## src/rtl/hrf_pkg.sv

```systemverilog
package hrf_pkg;
  localparam int unsigned ADDR_W     = 64;
  localparam int unsigned WORD_W     = 32;
  localparam int unsigned DESC_WORDS = 4;
  localparam int unsigned DESC_SHIFT = 4;   // 16 bytes per slot
  localparam int unsigned WORD_SHIFT = 2;   // 4 bytes per word

  typedef enum logic [2:0] {
    FS_IDLE, FS_REQ, FS_WAIT, FS_CHECK, FS_ISSUE
  } fetch_state_t;

  function automatic int unsigned ring_next(int unsigned p, int unsigned depth);
    return (p + 1 >= depth) ? 0 : p + 1;
  endfunction

  function automatic logic [ADDR_W-1:0] word_addr(logic [ADDR_W-1:0] base,
                                                  logic [ADDR_W-1:0] slot,
                                                  logic [ADDR_W-1:0] widx);
    return base + (slot << DESC_SHIFT) + (widx << WORD_SHIFT);
  endfunction

  function automatic logic len_ok(logic [WORD_W-1:0] len, logic closing, int unsigned blk_lg);
    logic [WORD_W-1:0] mask;
    mask = (WORD_W'(1) << blk_lg) - WORD_W'(1);
    return (len != '0) && (closing || ((len & mask) == '0));
  endfunction

  function automatic logic level_hit(int unsigned cnt, int unsigned lvl);
    int unsigned eff;
    eff = (lvl == 0) ? 1 : lvl;
    return (cnt + 1) >= eff;
  endfunction
endpackage

```

## src/rtl/hrf_ptr_ctrl.sv

```systemverilog
module hrf_ptr_ctrl #(
  parameter int unsigned DEPTH = 127,
  parameter int unsigned LVL_W = 7,
  localparam int unsigned PTR_W = $clog2(DEPTH)
) (
  input  logic             clk,
  input  logic             rst,
  input  logic             cfg_we,
  input  logic [PTR_W-1:0] cfg_wptr,
  input  logic [LVL_W-1:0] cfg_level,
  input  logic             adv,
  output logic [PTR_W-1:0] rd_ptr,
  output logic [LVL_W-1:0] level,
  output logic             pending
);
  logic [PTR_W-1:0] wr_q, rd_q;
  logic [LVL_W-1:0] lvl_q;
  logic             cfg_take;

  assign cfg_take = cfg_we && (int'(cfg_wptr) < DEPTH);

  always_ff @(posedge clk) begin
    if (rst) begin
      wr_q  <= '0;
      rd_q  <= '0;
      lvl_q <= LVL_W'(1);
    end else begin
      if (cfg_take) begin
        wr_q  <= cfg_wptr;
        lvl_q <= cfg_level;
      end
      if (adv) rd_q <= PTR_W'(hrf_pkg::ring_next(int'(rd_q), DEPTH));
    end
  end

  assign rd_ptr  = rd_q;
  assign level   = lvl_q;
  assign pending = (rd_q != wr_q);

  AST_RD_RANGE: assert property (@(posedge clk) disable iff (rst)
    int'(rd_q) < DEPTH);
  AST_ADV_PENDING: assert property (@(posedge clk) disable iff (rst)
    adv |-> pending);
  AST_BAD_CFG_IGNORED: assert property (@(posedge clk) disable iff (rst)
    (cfg_we && int'(cfg_wptr) >= DEPTH) |=> ($stable(wr_q) && $stable(lvl_q)));
endmodule

```

## src/rtl/hrf_desc_fetch.sv

```systemverilog
module hrf_desc_fetch #(
  parameter int unsigned PTR_W     = 7,
  parameter int unsigned NARROW_LG = 6,
  parameter int unsigned WIDE_LG   = 7,
  localparam int unsigned AW = hrf_pkg::ADDR_W,
  localparam int unsigned WW = hrf_pkg::WORD_W
) (
  input  logic             clk,
  input  logic             rst,
  input  logic             pending,
  input  logic [PTR_W-1:0] rd_ptr,
  input  logic [AW-1:0]    ring_base,
  input  logic             alg_wide,
  output logic             mem_req_valid,
  output logic [AW-1:0]    mem_req_addr,
  input  logic             mem_req_ready,
  input  logic             mem_rsp_valid,
  input  logic [WW-1:0]    mem_rsp_data,
  output logic             burst_valid,
  output logic [AW-1:0]    burst_addr,
  output logic [WW-1:0]    burst_len,
  output logic             burst_first,
  output logic             burst_last,
  input  logic             burst_ready,
  output logic             adv,
  output logic             good_fire,
  output logic             len_err
);
  import hrf_pkg::*;

  localparam int unsigned CTRL_LSB  = 8;
  localparam int unsigned FIRST_BIT = CTRL_LSB + 0;
  localparam int unsigned LAST_BIT  = CTRL_LSB + 1;
  localparam int unsigned WIDX_W    = $clog2(DESC_WORDS);

  fetch_state_t      state;
  logic [WIDX_W-1:0] widx;
  logic [WW-1:0]     w_q [DESC_WORDS];
  logic              err_q;
  logic              len_good;
  logic              drop;

  assign len_good = len_ok(w_q[2], w_q[0][LAST_BIT], alg_wide ? WIDE_LG : NARROW_LG);
  assign drop     = (state == FS_CHECK) && !len_good;

  always_ff @(posedge clk) begin
    if (rst) begin
      state <= FS_IDLE;
      widx  <= '0;
      err_q <= 1'b0;
    end else begin
      err_q <= 1'b0;
      unique case (state)
        FS_IDLE:  if (pending) begin state <= FS_REQ; widx <= '0; end
        FS_REQ:   if (mem_req_ready) state <= FS_WAIT;
        FS_WAIT:  if (mem_rsp_valid) begin
                    if (widx == WIDX_W'(DESC_WORDS - 1)) state <= FS_CHECK;
                    else begin widx <= widx + 1'b1; state <= FS_REQ; end
                  end
        FS_CHECK: if (len_good) state <= FS_ISSUE;
                  else begin state <= FS_IDLE; err_q <= 1'b1; end
        FS_ISSUE: if (burst_ready) state <= FS_IDLE;
        default:  state <= FS_IDLE;
      endcase
    end
  end

  always_ff @(posedge clk) begin
    if (state == FS_WAIT && mem_rsp_valid) w_q[widx] <= mem_rsp_data;
  end

  assign mem_req_valid = (state == FS_REQ);
  assign mem_req_addr  = word_addr(ring_base, AW'(rd_ptr), AW'(widx));
  assign burst_valid   = (state == FS_ISSUE);
  assign burst_addr    = {w_q[3], w_q[1]};
  assign burst_len     = w_q[2];
  assign burst_first   = w_q[0][FIRST_BIT];
  assign burst_last    = w_q[0][LAST_BIT];
  assign good_fire     = burst_valid && burst_ready;
  assign adv           = good_fire || drop;
  assign len_err       = err_q;

  AST_REQ_HOLD: assert property (@(posedge clk) disable iff (rst)
    (mem_req_valid && !mem_req_ready) |=> (mem_req_valid && $stable(mem_req_addr)));
  AST_ONE_SIDE: assert property (@(posedge clk) disable iff (rst)
    !(mem_req_valid && burst_valid));
  AST_BURST_HOLD: assert property (@(posedge clk) disable iff (rst)
    (burst_valid && !burst_ready) |=> (burst_valid && $stable(burst_addr)
      && $stable(burst_len) && $stable(burst_first) && $stable(burst_last)));
  AST_ERR_NO_BURST: assert property (@(posedge clk) disable iff (rst)
    len_err |-> !$past(burst_valid));
endmodule

```

## src/rtl/hrf_done_count.sv

```systemverilog
module hrf_done_count #(
  parameter int unsigned LVL_W = 7
) (
  input  logic             clk,
  input  logic             rst,
  input  logic             good_fire,
  input  logic [LVL_W-1:0] level,
  output logic             done_pulse
);
  logic [LVL_W-1:0] cnt_q;
  logic             pulse_q;
  logic             hit;

  assign hit = hrf_pkg::level_hit(int'(cnt_q), int'(level));

  always_ff @(posedge clk) begin
    if (rst) begin
      cnt_q   <= '0;
      pulse_q <= 1'b0;
    end else begin
      pulse_q <= 1'b0;
      if (good_fire) begin
        if (hit) begin cnt_q <= '0; pulse_q <= 1'b1; end
        else cnt_q <= cnt_q + 1'b1;
      end
    end
  end

  assign done_pulse = pulse_q;

  AST_PULSE_AFTER_FIRE: assert property (@(posedge clk) disable iff (rst)
    done_pulse |-> $past(good_fire));
  AST_PULSE_SINGLE: assert property (@(posedge clk) disable iff (rst)
    done_pulse |=> !done_pulse);
endmodule

```

## src/rtl/hash_ring_fetch.sv

```systemverilog
module hash_ring_fetch #(
  parameter int unsigned DEPTH     = 127,
  parameter int unsigned LVL_W     = 7,
  parameter int unsigned NARROW_LG = 6,
  parameter int unsigned WIDE_LG   = 7,
  localparam int unsigned PTR_W = $clog2(DEPTH)
) (
  input  logic             clk,
  input  logic             rst,
  input  logic             cfg_we,
  input  logic [PTR_W-1:0] cfg_wptr,
  input  logic [LVL_W-1:0] cfg_level,
  input  logic [63:0]      ring_base,
  input  logic             alg_wide,
  output logic             mem_req_valid,
  output logic [63:0]      mem_req_addr,
  input  logic             mem_req_ready,
  input  logic             mem_rsp_valid,
  input  logic [31:0]      mem_rsp_data,
  output logic             burst_valid,
  output logic [63:0]      burst_addr,
  output logic [31:0]      burst_len,
  output logic             burst_first,
  output logic             burst_last,
  input  logic             burst_ready,
  output logic             done_pulse,
  output logic             len_err,
  output logic [PTR_W-1:0] rd_ptr
);
  logic             adv;
  logic             good_fire;
  logic             pending;
  logic [LVL_W-1:0] level;

  hrf_ptr_ctrl #(.DEPTH(DEPTH), .LVL_W(LVL_W)) u_ptr (
    .clk(clk), .rst(rst), .cfg_we(cfg_we), .cfg_wptr(cfg_wptr),
    .cfg_level(cfg_level), .adv(adv), .rd_ptr(rd_ptr), .level(level),
    .pending(pending));

  hrf_desc_fetch #(.PTR_W(PTR_W), .NARROW_LG(NARROW_LG), .WIDE_LG(WIDE_LG)) u_fetch (
    .clk(clk), .rst(rst), .pending(pending), .rd_ptr(rd_ptr),
    .ring_base(ring_base), .alg_wide(alg_wide),
    .mem_req_valid(mem_req_valid), .mem_req_addr(mem_req_addr),
    .mem_req_ready(mem_req_ready), .mem_rsp_valid(mem_rsp_valid),
    .mem_rsp_data(mem_rsp_data), .burst_valid(burst_valid),
    .burst_addr(burst_addr), .burst_len(burst_len),
    .burst_first(burst_first), .burst_last(burst_last),
    .burst_ready(burst_ready), .adv(adv), .good_fire(good_fire),
    .len_err(len_err));

  hrf_done_count #(.LVL_W(LVL_W)) u_done (
    .clk(clk), .rst(rst), .good_fire(good_fire), .level(level),
    .done_pulse(done_pulse));

  AST_DONE_NOT_ERR: assert property (@(posedge clk) disable iff (rst)
    !(done_pulse && len_err));
  AST_QUIET_EMPTY: assert property (@(posedge clk) disable iff (rst)
    (!pending && !burst_valid) |-> !mem_req_valid);
endmodule

```

## config.mk

```make
export PLATFORM = sky130hd
export DESIGN_NAME = hash_ring_fetch
export DESIGN_NICKNAME = d
export VERILOG_FILES = /design/src/rtl/hrf_pkg.sv /design/src/rtl/hrf_ptr_ctrl.sv /design/src/rtl/hrf_desc_fetch.sv /design/src/rtl/hrf_done_count.sv /design/src/rtl/hash_ring_fetch.sv
export SDC_FILE = /design/constraint.sdc
export NUM_CORES = 1
export LEC_CHECK = 0
export BUFFER_PORTS_ARGS = -buffer_cell sky130_fd_sc_hd__clkbuf_2
export CORE_AREA = 2 2 117 119
export DETAILED_ROUTE_END_ITERATION = 10
export DIE_AREA = 0 0 119 121
export GPL_TIMING_DRIVEN = 1
export PLACE_DENSITY = 0.85
export SYNTH_ARGS = -nofsm -noshare
export SYNTH_HDL_FRONTEND = slang
export SYNTH_SLANG_ARGS = --single-unit
```

## constraint.sdc

```tcl
create_clock -name clk -period 7.05 [get_ports clk]
set_input_delay 1.7625 -clock clk [delete_from_list [all_inputs] [get_ports clk]]
set_output_delay 1.7625 -clock clk [all_outputs]
set_load 0.01 [all_outputs]
```

* Yosys cells after proc, flatten, opt, wreduce, memory -nomap -nowiden *
Memories as Yosys holds them, arrays and structs flattened.
Index checks and enable logic that the tools add are counted.

cells by class
  add/subtract/negate cells = 7
  magnitude comparators = 3
  equal/unequal tests = 11
  shift-type cells = 1
  mux-type cells = 19
  bitwise gates (word level) = 3
  reduce and logical (&&, ||, !) cells = 17

operators by type and width
  kind                                                               count
  adder 64 x 11 -> 64 bit                                            1
  adder 64 x 4 -> 64 bit                                             1
  AND 32 bit                                                         1
  greater-or-equal comparator 32 bit                                 1
  logical NOT 32 bit                                                 1
  nonzero test 32 bit                                                1
  << shifter 1 x 32 -> 32 bit, first input constant                  1
  subtractor 32 x 2 -> 32 bit, second input constant                 1
  2-to-1 mux 7 bit                                                   3
  adder 7 x 1 -> 8 bit, second input constant                        2
  2-to-1 mux 3 bit                                                   5
  one-hot mux 3 bit (5 select lines)                                 1
  greater-or-equal comparator 8 x 7 -> 1 bit, second input constant  1
  2-to-1 mux 2 bit                                                   4
  inequality test 2 bit, second input constant                       4
  AND reduction 4 bit                                                2
  adder 7 x 1 -> 7 bit, second input constant                        1
  logical NOT 7 bit                                                  1
  less-than comparator 7 bit, second input constant                  1
  inequality test 7 bit                                              1
  == test 3 x 2 -> 1 bit, second input constant                      2
  logical AND 1 bit                                                  5
  2-to-1 mux 1 bit                                                   5
  one-hot mux 2 bit (2 select lines)                                 1
  11 further kinds                                                   14

word-level totals
  register bits = 35
  RAM bits = 128
  memories kept = 1

memories
  name         depth  bits a word  rd ports  clocked after Yosys merged registers in  write ports  RTL line              source
  u_fetch.w_q  4      32           4         0                                        1            hrf_desc_fetch.sv:38  logic [WW-1:0] w_q [DESC_WORDS];

* Depth between registers and ports, before layout *
  depth in word-level cells = 10
  depth in mapped cells = 10
  mapped depth without buffers = 10

* Hierarchy *
Synthesis repeated with hierarchy kept, for this count alone.

unflattened totals
  cells, all modules = 587
  area total of the unflattened synthesis = 6745.2 sq um

by module, submodules not included
  module          times used  cells an instance  area each (sq um)  seq. area each (sq um)
  hrf_desc_fetch  1           386                4971.0             3062.9
  hrf_ptr_ctrl    1           122                1101.1             420.4
  hrf_done_count  1           79                 673.1              160.2

* Worst setup path before layout *
Ideal clock, no wire load.

  path kind = input to output
  start = in ring_base[2]
  end = out mem_req_addr[18]
  arrival = 3649 ps
  data required time = 5287 ps
  setup slack = 1639 ps
  stages = 10
  path buffers = 1
  cell sequence = ha_1 > inv_1 > fa_1 > nor2b_1 > o31ai_1 > a21oi_2 > nor2_1 > buf_2 > nor4b_1 > xor2_1

between the ends
  longest elaborated chain between the ends = 2

RTL lines
  item                     RTL line               source
  start, declared          hash_ring_fetch.sv:13  input logic [63:0] ring_base,
  adder 64 x 11 -> 64 bit  hrf_pkg.sv:19          return base + (slot << DESC_SHIFT) + (widx << WORD_SHIFT);
  adder 64 x 4 -> 64 bit   hrf_pkg.sv:19
  end, declared            hash_ring_fetch.sv:16  output logic [63:0] mem_req_addr,

No other way between the ends.

* Worst setup path after layout *
  start = in ring_base[2]
  end = out mem_req_addr[16]

The elaborated chain is that of the path after synthesis.

==> results.yml <==
drt:
  via_per_inst: 5.33
  wl_per_cell_um: 17.2
  drc: 0
  via_count: 5580
  final_antenna_net_count: 0
  drt-initial-drc-count: 275
  routed_wl_mm: 18.0
  dr.pass1.iters: 6
timing:
  setup_viol: 0
  maxSlewHeadroom_pct: 54.5
  finClkSkew_ns: 0.00777
  worst_pin_slew_ns: 0.679
  fin_tns_setup_ns: 0
  fmax_mhz: 171
  fin_crit_sh_pct: 82.7
  slew_violations: 0
  layout_min_cycle_time_ns: 5.83
  hold_viol_final: 0
  rsz0062_at_grt: "no"
critical_path:
  cp.required_ns: 5.29
  path_buf_inv: 4
  crit_arrival_ns: 4.07
  crit_slowest_cell: "or3b_2"
  critPathMaxFanout: 13
  cpMostUsedCell: "clkbuf_2"
  max_stage_delay_ns: 0.49
  cp_top_family: "simple AND/OR/NAND/NOR gates"
  criticalPathCategory: "primary input to output pin"
  crit_start: "ring_base[2]"
  startpoint_type: "primary input"
  r2r-start: "u_done.cnt_q[0]"
  endpoint_kind: "output pin"
  cp_cell_sequence: "clkbuf_2 -> ha_1 -> inv_1 -> fa_1 -> nor2b_1 -> o31ai_1 -> a21oi_2 -> nor2_1 -> buf_4 -> or3b_2 -> xnor2_1 -> clkbuf_2"
synth:
  synthXorXnorAreaFrac_pct: 10.3
  syn_area_um2: 6540
  yosys.area.top_type: "edfxtp_1"
  synth.ff_latch_count: 133
  synth_edf_count: 98
  synth_compound_area_share_pct: 6.99
  ys_async_sr_fraction_pct: 0
  synth_top_area_share_pct: 45.0
  synth_top_family_by_area: "simple AND/OR/NAND/NOR gates"
  postSynthAreaPerCell_um2: 11.7
  synth.most_common_cell: "edfxtp_1"
  synth-simple-area-share_pct: 18.0
  synth.distinct_cells: 66
  synthAdderAreaFrac_pct: 4.71
  netlist_instances: 557
  synth_area_leaders: "edfxtp_1 (45%), dfxtp_1 (11%), xor2_1 (6.8%), ha_1 (4.4%), xnor2_1 (3.5%)"
  synthMuxAreaShare_pct: 2.16
  yosysWarnings: 0
  synth_flop_cell: "edfxtp_1"
  ys_seq_area_share_pct: 55.7
  synth_fp_nets: 698
  synthTopCellsByCount: "edfxtp_1 (98), nor2_1 (58), xor2_1 (51), dfxtp_1 (35), nand2_1 (35)"
grt:
  overflow: 0
  grt_usage_pct: 25.1
  grt_pass1_wl_mm: 27.7
  grt_pass1_vias: 5456
  grt_max_degree: 33
  antenna_found_initial: 0
cells_and_area:
  drive_above_1_share_pct: 40.3
  nets: 999
  num-fill-cells: 985
  diodes: 0
  final_cells: 1047
  area_growth_syn_to_layout_pct: 34.8
die:
  io_pins: 290
  dieWidth_um: 119
  die_h_um: 121
  rows: 42
  coreArea_um2: 13100
  start_util_pct: 50.0
  dieArea_um2: 14400
clock_network:
  cts_buffers: 17
  cts_tree: "done"
  h-tree-depth: 4
  clkTransAtPathRegs_ns: 0.06
  hold_buffers: 0
  postCtsSetupRepairBufs: 0
  cts_resized: 0
  clk_latency_ns: 0.41
  clockBufferDepth: 2
  clockRootBuffer: "clkbuf_16"
  clkSinkCount: 133
placement:
  hpwlAfterDp_mm: 13.7
  port_buffers: 285
  gp_congestion: 0.964
  place_inst: 1015
power_and_ir_drop:
  clkPwrFrac_pct: 47.4
  switching_share_pct: 23.1
  pwr-share-comb_pct: 8.5
  max-vdd-ir-drop_mv: 0.172
  p_seq_share_pct: 44.1
  p_sw_w: 0.000450
  power_density_nw_per_um2: 221
  p_leak_nw: 3.84
  internal_power_w: 0.00150
worst_hold_path:
  hp-start: "u_ptr.wr_q[4]"
  min_path_type: "register to register"
status:
  run_status: "complete, no violations"
job:
  maxCapViolations: 0
## per-layer routing
metal / up-vias / track usage, % / part of all wire [%]
met5: - / 0 / 0
met4: 0 / 11.8 / 3.7
met3: 43 / 5.87 / 6.4
met2: 279 / 45.6 / 52
met1: 2606 / 27.7 / 38
li1: 2652 / - / -
## final cells by class
type	count	area, um^2	area share, %
flip-flops and latches	133	3640	41.4
multi-input cells	391	2760	31.3
repair buffers	291	1470	16.7
clock buffers	18	439	4.99
well taps	176	220	2.50
clock inverters	14	190	2.16
inverters	24	90.1	1.02
## worst paths after layout
| path | end | slack (ns) | depth (start not counted) |
|---|---|---|---|
| setup / recovery | mem_req_addr[16] | 1.22 | 12 |
| hold / removal | u_ptr.wr_q[4] | 0.49 | 2 |
| setup reg to reg | u_done.cnt_q[0] | 4.31 | 10 |
| hold reg to reg | u_ptr.wr_q[4] | 0.49 | 2 |
## power groups by stage
| stage | sequential (W) | combinational (W) | clock [W] |
|---|---|---|---|
| floorplan | 0.000872 | 0.0000794 | 0 |
| global placement | 0.000874 | 0.000158 | 0 |
| detailed placement | 0.000875 | 0.000162 | 0 |
| CTS | 0.000858 | 0.000165 | 0.000936 |
| global route | 0.000859 | 0.000179 | 0.000976 |
| finish | 0.000859 | 0.000165 | 0.000923 |
## sequential cells by signal, summed over array words and instances, names as in the netlist
| name | cells |
|---|---|
| u_done.cnt_q | 7 |
| u_done.done_pulse | 1 |
| u_fetch.len_err | 1 |
| u_fetch.state | 3 |
| u_fetch.w_q | 98 |
| u_fetch.widx | 2 |
| u_ptr.level | 7 |
| u_ptr.rd_ptr | 7 |
| u_ptr.wr_q | 7 |
## tightest hold or removal path: stages (launching register included)
cell	delay (ns)
dfxtp_1	0.33
inv_1	0.05
a221oi_1	0.06
## placed cells by master, fill, tap and decap left out, types with 4 or more instances in the layout
master,netlist,final
a21o_1,7,7
a21oi_1,8,8
a31oi_1,4,4
and2_1,7,7
and3_1,10,10
and4_1,4,4
buf_4,3,6
clkbuf_16,0,17
clkbuf_2,0,285
dfxtp_1,35,35
edfxtp_1,98,98
ha_1,23,23
inv_1,23,23
inv_6,0,4
mux2i_1,13,13
nand2_1,35,35
nand2b_1,5,5
nand3_1,22,22
nand4_1,6,6
nor2_1,58,58
nor2b_1,4,4
nor3_1,13,13
nor3b_1,4,4
nor4_1,16,16
o21ai_0,9,9
o21ai_1,7,7
or3_1,6,6
xnor2_1,26,26
xor2_1,51,51
## cell families after synthesis
family,Yosys count
AO/OA/AOI/OAI,63
XOR/XNOR,77
adder cells (fa/ha/maj),24
buffers and inverters,33
flip-flops,133
multiplexers,14
AND/OR/NAND/NOR,213
## metrics by stage
step	hold WS (ns)	instance area [um^2]	worst slack, ns	total power (W)	utilization (%)
finish	0.494	8810	1.22	0.00195	67.3
global route	0.512	8810	1.04	0.00201	67.3
CTS	0.493	8810	1.24	0.00196	67.3
detailed placement	0.477	8180	1.25	0.00104	62.5
global placement	0.466	8180	1.31	0.00103	62.5
floorplan	0.446	6540	1.64	0.000951	-
Note: power is estimated with default switching activity, not from simulation.
